File: config.mk
export PLATFORM = sky130hd
export DESIGN_NAME = bm_exec_unit
export DESIGN_NICKNAME = d
export VERILOG_FILES = /design/src/rtl/bm_pkg.sv /design/src/rtl/bm_decode.sv /design/src/rtl/bm_bitop.sv /design/src/rtl/bm_exec_unit.sv
export SDC_FILE = /design/constraint.sdc
export NUM_CORES = 1
export LEC_CHECK = 0
export BUFFER_PORTS_ARGS = -buffer_cell sky130_fd_sc_hd__buf_2
export CAP_MARGIN = 20
export CELL_PAD_IN_SITES_DETAIL_PLACEMENT = 0
export CELL_PAD_IN_SITES_GLOBAL_PLACEMENT = 1
export CORE_ASPECT_RATIO = 0.7
export CORE_MARGIN = 2
export CORE_UTILIZATION = 36
export CTS_CLUSTER_SIZE = 14
export DETAILED_ROUTE_END_ITERATION = 12
export GPL_ROUTABILITY_DRIVEN = 0
export PLACE_DENSITY = 0.95
export SLEW_MARGIN = 20
export SYNTH_ARGS = -nofsm -noshare
export SYNTH_HDL_FRONTEND = slang
export SYNTH_SLANG_ARGS = --single-unit
File: constraint.sdc
create_clock -name clk -period 8.3 [get_ports clk]
set_clock_uncertainty 0.15 [all_clocks]
set_input_delay 2.075 -clock clk [delete_from_list [all_inputs] [get_ports clk]]
set_output_delay 2.075 -clock clk [all_outputs]
set_load 0.01 [all_outputs]
File: src/rtl/bm_pkg.sv
package bm_pkg;
    localparam int NIB_W = 4;
    localparam int BIX_W = 2;

    typedef enum logic [2:0] {
        OP_NONE,
        OP_SET,
        OP_CLR,
        OP_TSTF,
        OP_TSTT
    } bop_e;

    typedef enum logic [1:0] {
        TG_ACC,
        TG_RAM,
        TG_PORT
    } tgt_e;

    typedef struct packed {
        bop_e             op;
        tgt_e             tgt;
        logic [BIX_W-1:0] bidx;
        logic             slow;
        logic             legal;
    } bdec_t;
endpackage

File: src/rtl/bm_decode.sv
module bm_decode import bm_pkg::*; #(
    parameter int RAM_AW  = 8,
    parameter int PORT_AW = 4
) (
    input  logic [7:0]         b0_i,
    input  logic [7:0]         b1_i,
    input  logic [RAM_AW-1:0]  hl_i,
    input  logic [NIB_W-1:0]   lr_i,
    output bdec_t              dec_o,
    output logic [RAM_AW-1:0]  ram_a_o,
    output logic [PORT_AW-1:0] prt_a_o
);
    // op code for the two-byte forms, indexed by the high two bits of byte 1
    function automatic bop_e wide_op(input logic [1:0] c);
        case (c)
            2'b00:   return OP_TSTF;
            2'b01:   return OP_SET;
            2'b10:   return OP_TSTT;
            default: return OP_CLR;
        endcase
    endfunction

    always_comb begin
        dec_o   = '{op: OP_NONE, tgt: TG_ACC, bidx: '0, slow: 1'b0, legal: 1'b0};
        ram_a_o = hl_i;
        prt_a_o = '0;
        if (b0_i[7:4] == 4'hF) begin
            dec_o.legal = 1'b1;
            dec_o.bidx  = b0_i[1:0];
            case (b0_i[3:2])
                2'b00:   begin dec_o.op = OP_CLR;  dec_o.tgt = TG_RAM; end
                2'b01:   begin dec_o.op = OP_SET;  dec_o.tgt = TG_RAM; end
                2'b10:   begin dec_o.op = OP_TSTF; dec_o.tgt = TG_ACC; end
                default: begin dec_o.op = OP_TSTF; dec_o.tgt = TG_RAM; end
            endcase
        end else if (b0_i[7:1] == 7'b0110_110) begin
            dec_o.legal = 1'b1;
            dec_o.slow  = 1'b1;
            dec_o.bidx  = b1_i[5:4];
            dec_o.op    = wide_op(b1_i[7:6]);
            dec_o.tgt   = b0_i[0] ? TG_PORT : TG_RAM;
            ram_a_o     = RAM_AW'(b1_i[3:0]);
            prt_a_o     = PORT_AW'(b1_i[3:0]);
        end else if (b0_i[7:2] == 6'b0110_00 && b0_i[1:0] != 2'b11) begin
            dec_o.legal = 1'b1;
            dec_o.slow  = 1'b1;
            dec_o.tgt   = TG_PORT;
            dec_o.bidx  = lr_i[1:0];
            prt_a_o     = PORT_AW'({1'b0, lr_i[3:2]} + 3'd4);
            case (b0_i[1:0])
                2'b00:   dec_o.op = OP_CLR;
                2'b01:   dec_o.op = OP_TSTF;
                default: dec_o.op = OP_SET;
            endcase
        end
    end
endmodule

File: src/rtl/bm_bitop.sv
module bm_bitop import bm_pkg::*; (
    input  bop_e             op_i,
    input  logic [BIX_W-1:0] bidx_i,
    input  logic [NIB_W-1:0] rd_i,
    output logic [NIB_W-1:0] wd_o,
    output logic             wr_o,
    output logic             sf_o,
    output logic             sf_ld_o
);
    logic [NIB_W-1:0] mask;
    logic             sel_bit;

    assign mask    = NIB_W'(1) << bidx_i;
    assign sel_bit = rd_i[bidx_i];

    always_comb begin
        wd_o    = rd_i;
        wr_o    = 1'b0;
        sf_o    = 1'b0;
        sf_ld_o = 1'b0;
        case (op_i)
            OP_SET:  begin wd_o = rd_i | mask;  wr_o = 1'b1; sf_o = 1'b1; sf_ld_o = 1'b1; end
            OP_CLR:  begin wd_o = rd_i & ~mask; wr_o = 1'b1; sf_o = 1'b1; sf_ld_o = 1'b1; end
            OP_TSTF: begin sf_o = ~sel_bit; sf_ld_o = 1'b1; end
            OP_TSTT: begin sf_o = sel_bit;  sf_ld_o = 1'b1; end
            default: ;
        endcase
    end
endmodule

File: src/rtl/bm_exec_unit.sv
module bm_exec_unit import bm_pkg::*; #(
    parameter int RAM_AW  = 8,
    parameter int PORT_AW = 4
) (
    input  logic               clk,
    input  logic               rst_n,
    input  logic               start_i,
    input  logic [7:0]         op_b0_i,
    input  logic [7:0]         op_b1_i,
    input  logic [RAM_AW-1:0]  hl_i,
    input  logic [NIB_W-1:0]   lr_i,
    input  logic [NIB_W-1:0]   acc_i,
    output logic               busy_o,
    output logic               done_o,
    output logic               illegal_o,
    output logic               sf_o,
    output logic               mem_rd_en_o,
    output logic               mem_wr_en_o,
    output logic [RAM_AW-1:0]  mem_addr_o,
    output logic [NIB_W-1:0]   mem_wdata_o,
    input  logic [NIB_W-1:0]   mem_rdata_i,
    output logic               prt_rd_en_o,
    output logic               prt_wr_en_o,
    output logic [PORT_AW-1:0] prt_addr_o,
    output logic [NIB_W-1:0]   prt_wdata_o,
    input  logic [NIB_W-1:0]   prt_rdata_i
);
    typedef struct packed {
        logic               busy;
        bop_e               op;
        tgt_e               tgt;
        logic [BIX_W-1:0]   bidx;
        logic [RAM_AW-1:0]  ra;
        logic [PORT_AW-1:0] pa;
        logic               sf;
    } st_t;

    st_t st_d, st_q;

    bdec_t              dec;
    logic [RAM_AW-1:0]  dec_ra;
    logic [PORT_AW-1:0] dec_pa;

    bm_decode #(.RAM_AW(RAM_AW), .PORT_AW(PORT_AW)) u_dec (
        .b0_i    (op_b0_i),
        .b1_i    (op_b1_i),
        .hl_i    (hl_i),
        .lr_i    (lr_i),
        .dec_o   (dec),
        .ram_a_o (dec_ra),
        .prt_a_o (dec_pa)
    );

    // issue acceptance and the operation acting in this cycle
    logic               take, act;
    bop_e               a_op, eff_op;
    tgt_e               a_tgt;
    logic [BIX_W-1:0]   a_bidx;
    logic [NIB_W-1:0]   a_rd, a_wd;
    logic               a_wr, a_sf, a_sf_ld;

    assign take   = !st_q.busy && start_i && dec.legal;
    assign act    = st_q.busy || (take && !dec.slow);
    assign a_op   = st_q.busy ? st_q.op   : dec.op;
    assign a_tgt  = st_q.busy ? st_q.tgt  : dec.tgt;
    assign a_bidx = st_q.busy ? st_q.bidx : dec.bidx;
    assign eff_op = act ? a_op : OP_NONE;

    always_comb begin
        case (a_tgt)
            TG_RAM:  a_rd = mem_rdata_i;
            TG_PORT: a_rd = prt_rdata_i;
            default: a_rd = acc_i;
        endcase
    end

    bm_bitop u_bit (
        .op_i    (eff_op),
        .bidx_i  (a_bidx),
        .rd_i    (a_rd),
        .wd_o    (a_wd),
        .wr_o    (a_wr),
        .sf_o    (a_sf),
        .sf_ld_o (a_sf_ld)
    );

    always_comb begin
        st_d = st_q;
        if (st_q.busy) begin
            st_d.busy = 1'b0;
        end else if (take && dec.slow) begin
            st_d.busy = 1'b1;
            st_d.op   = dec.op;
            st_d.tgt  = dec.tgt;
            st_d.bidx = dec.bidx;
            st_d.ra   = dec_ra;
            st_d.pa   = dec_pa;
        end
        if (a_sf_ld) begin
            st_d.sf = a_sf;
        end
    end

    always_ff @(posedge clk) begin
        if (!rst_n) begin
            st_q <= st_t'('0);
        end else begin
            st_q <= st_d;
        end
    end

    assign busy_o      = st_q.busy;
    assign done_o      = act;
    assign illegal_o   = !st_q.busy && start_i && !dec.legal;
    assign sf_o        = st_q.sf;
    assign mem_addr_o  = st_q.busy ? st_q.ra : dec_ra;
    assign prt_addr_o  = st_q.busy ? st_q.pa : dec_pa;
    assign mem_rd_en_o = act && (a_tgt == TG_RAM);
    assign prt_rd_en_o = act && (a_tgt == TG_PORT);
    assign mem_wr_en_o = a_wr && (a_tgt == TG_RAM);
    assign prt_wr_en_o = a_wr && (a_tgt == TG_PORT);
    assign mem_wdata_o = a_wd;
    assign prt_wdata_o = a_wd;
endmodule

==> run_results.csv <==
group,metric,value,unit
yosys,synth.yosys.seq_area_share,0.242,
routing,detailed_route_via_count,1891,
clock_network,cts_tree,"yes",
timing,period_needed,6850,ps
clock_network,later_pin_clock_latency_in_the_skew_report,260,ps
timing,min_period_over_period,0.826,
power,power.density_cell_area,102,nW/um2
cells_and_area,finish.net_count,345,
routing,finalWirelength,4870,um
yosys,post-synth-top-area-fraction,0.242,
power,p_leak,0.977,nW
die,core_region_area,4700,um2
yosys,number_of_warnings_reported_in_the_yosys_synthesis_log,0,
setup_path,critical-path-top-delay-family,"compound AO/OA/AOI/OAI gates",
yosys,synth_top_cells_by_area,"sky130_fd_sc_hd__dfxtp_1 24%, sky130_fd_sc_hd__nand2_1 6.9%, sky130_fd_sc_hd__a21oi_1 5.8%, sky130_fd_sc_hd__nor2_1 5.2%, sky130_fd_sc_hd__ha_1 4.3%",
global_routing,grt.total_usage,0.186,
global_routing,grt_start_max_net_pins,20,
cells_and_area,area.growth.synth_to_final,23.4,%
setup_path,cp.arrival,4630,ps
timing,maxSlewViolCount,0,
setup_path,worst_setup_path_end_kind,"output pin",
min_path,hold_path_class,"flop to flop",
yosys,syn_area,1740,um2
die,die_y,62.1,um
yosys,count_of_flip_flops_with_a_built_in_enable_after_synthesis,0,
routing,count_of_routing_violations_after_the_opening_detailed_route_iteration,107,
clock_network,post-cts-setup-buffer-count,0,
global_routing,grt_pass1_wl,7860,um
clock_network,clk_root_buffer_cell,"sky130_fd_sc_hd__clkbuf_8",
global_routing,global_route.overflow_total,0,
clock_network,clkTransAtPathRegs,80,ps
cells_and_area,layout-drive-gt1-share,0.319,
power,vdd.ir_drop.worst,72.7,uV
die,die_width,87.0,um
yosys,syn_avg_cell_area,7.42,um2
routing,detail_route.first_pass.iterations,4,
cells_and_area,seqCellArea,420,um2
setup_path,cp_slowest_stage_delay,370,ps
setup_path,worstSetupStartpointType,"input port",
timing,setup-tns-final,0,ps
timing,max_clock_freq,0.146,GHz
yosys,synth_cells,234,
die,ioPinCount,71,
timing,setup_ws,1450,ps
cells_and_area,num_antenna_cells,0,
job,max_cap_viol_count,0,
yosys,postSynthNetCount,283,
setup_path,crit_slowest_cell,"sky130_fd_sc_hd__nand4bb_1",
setup_path,critPathKind,"input port to output pin",
timing,finalSetupViolCount,0,
clock_network,cts_resized,0,
setup_path,timing.critical_path.cells,"buf_2 > nand4bb_1 > nor3_2 > buf_4 > a21oi_1 > o21a_1 > inv_1 > ha_1 > a22oi_1 > o21ai_0 > o21ai_0 > a21oi_1 > buf_2",
routing,detail_route.drc_violations,0,
routing,vias_per_cell,5.37,
yosys,prevailing_post_synth_register_cell,"sky130_fd_sc_hd__dfxtp_1",
die,initial_utilization,0.369,
placement,dp_hpwl,3830,um
global_routing,grt_antenna_before_repair,0,
clock_network,numCtsBuffers,3,
yosys,synth-async-reset-ratio,0,
placement,place.port_buffers,70,
clock_network,cts.hold.buffers_added,0,
yosys,synth.most_common_cell,"sky130_fd_sc_hd__nand2_1",
die,fp-row-count,21,
setup_path,worst-path-buf-inv,4,
outcome,outcome,"finished, final reports clean",
yosys,yosys-top-cells-count,"32 x sky130_fd_sc_hd__nand2_1, 24 x sky130_fd_sc_hd__nor2_1, 21 x sky130_fd_sc_hd__dfxtp_1",
timing,worst-slew-pin-transition,756,ps
die,floorplan.die_area,5400,um2
global_routing,grt_pass1_vias,1632,
cells_and_area,fillerInstances,476,
setup_path,critical_path_fanout_max,14,
clock_network,clk_path_buf_depth,2,
placement,post_placement_setup_slack,1460,ps
routing,route.detailed.wl_per_inst,13.8,um
timing,slew_headroom,0.483,
clock_network,cts_max_level,1,
yosys,synth-seq-cells,21,
setup_path,worstPathRequired,6080,ps
cells_and_area,multi_input_comb_area,1180,um2
timing,grt_setup_unrepaired,"false",
yosys,yosys.cell_types.count,54,
yosys,synth_largest_area_cell,"sky130_fd_sc_hd__dfxtp_1",
timing,timing.final.hold_violations,0,
routing,final_antenna_net_count,0,
clock_network,numClockSinks,21,
placed cells by master, fill, tap and decap left out, types with 2 or more instances in the layout:
cell type / instances
sky130_fd_sc_hd__a21o_1: 2
sky130_fd_sc_hd__ha_1: 6
sky130_fd_sc_hd__nand2_1: 32
sky130_fd_sc_hd__dfxtp_1: 21
sky130_fd_sc_hd__mux2_2: 6
sky130_fd_sc_hd__buf_2: 70
sky130_fd_sc_hd__nor3_1: 10
sky130_fd_sc_hd__and2_1: 3
sky130_fd_sc_hd__clkbuf_8: 3
sky130_fd_sc_hd__a221oi_1: 4
sky130_fd_sc_hd__a31oi_1: 3
sky130_fd_sc_hd__or3_1: 2
sky130_fd_sc_hd__nor2b_1: 3
sky130_fd_sc_hd__a22oi_1: 6
sky130_fd_sc_hd__nand3_1: 7
sky130_fd_sc_hd__o21ai_1: 5
sky130_fd_sc_hd__a21oi_1: 20
sky130_fd_sc_hd__nand4_1: 2
sky130_fd_sc_hd__mux2i_1: 3
sky130_fd_sc_hd__o21ai_0: 12
sky130_fd_sc_hd__nand2b_1: 2
sky130_fd_sc_hd__a2111oi_0: 2
sky130_fd_sc_hd__nor2_1: 23
sky130_fd_sc_hd__a211oi_1: 3
sky130_fd_sc_hd__buf_4: 3
sky130_fd_sc_hd__inv_1: 12
sky130_fd_sc_hd__o21a_1: 3
layer usage:
layer | GRT usage | wire length, um | part of all wire | up-vias
li1 | - | - | - | 967
met3 | 0.0449 | 376 | 0.077 | 2
met4 | 0.0134 | 4 | 0.00082 | 0
met2 | 0.291 | 2130 | 0.44 | 62
met5 | 0 | 0 | 0 | -
met1 | 0.273 | 2360 | 0.49 | 860
kinds of logic after synthesis:
| logic type | count (synthesis) | synth area share |
|---|---|---|
| buffers and inverters | 30 | 0.0807 |
| multiplexers | 11 | 0.0779 |
| adder cells (fa/ha/maj) | 6 | 0.0433 |
| XOR/XNOR | 2 | 0.0101 |
| AND/OR/NAND/NOR | 94 | 0.267 |
| flip-flops | 21 | 0.242 |
| AO/OA/AOI/OAI | 70 | 0.278 |
registers in the layout (all words and copies together), names as in the netlist:
register  flops
st_q         19
busy_o        1
sf_o          1
layout make-up:
type | count | share of cell area
multi-input combinational | 183 | 0.550
timing repair buffer | 73 | 0.174
clock inverter | 1 | 0.00234
tap | 57 | 0.0333
clock buffer | 3 | 0.0193
inverter | 14 | 0.0245
sequential | 21 | 0.196
final timing paths:
path / from / endpoint / slack (ps) / depth (start not counted)
min: st_q[11] / st_q[11] / 310 / 2
max reg2reg: busy_o / sf_o / 5350 / 9
max: op_b0_i[7] / prt_wdata_o[2] / 1450 / 13
min reg2reg: st_q[11] / st_q[11] / 310 / 2
where the power goes:
part / leakage (nW) / switching, mW / total, mW / internal, mW
clock: 0.0255 / 0.0350 / 0.0685 / 0.0335
combinational: 0.782 / 0.0266 / 0.0479 / 0.0213
sequential: 0.169 / 0.000575 / 0.102 / 0.101
total: 0.977 / 0.0622 / 0.218 / 0.156
worst register-to-register path, delay by kind of cell (launching register included):
family / cells / cell delay [ps]
adder cells (fa/ha/maj): 1 / 250
multiplexers: 1 / 550
buffers and inverters: 2 / 380
flip-flops: 1 / 610
AO/OA/AOI/OAI: 5 / 870
through the flow:
step / total power, mW / util / std cells / hold slack [ps] / area [um2]
6_report: 0.218 / 0.455 / 352 / 307 / 2140
5_1_grt: 0.231 / 0.455 / 352 / 330 / 2140
4_1_cts: 0.218 / 0.455 / 352 / 308 / 2140
3_5_place_dp: 0.152 / 0.445 / 348 / 297 / 2090
3_3_place_gp: 0.152 / 0.445 / 348 / 289 / 2090
2_1_floorplan: 0.132 / - / 234 / 284 / 1740
Note: power is estimated with default switching activity, not from simulation.
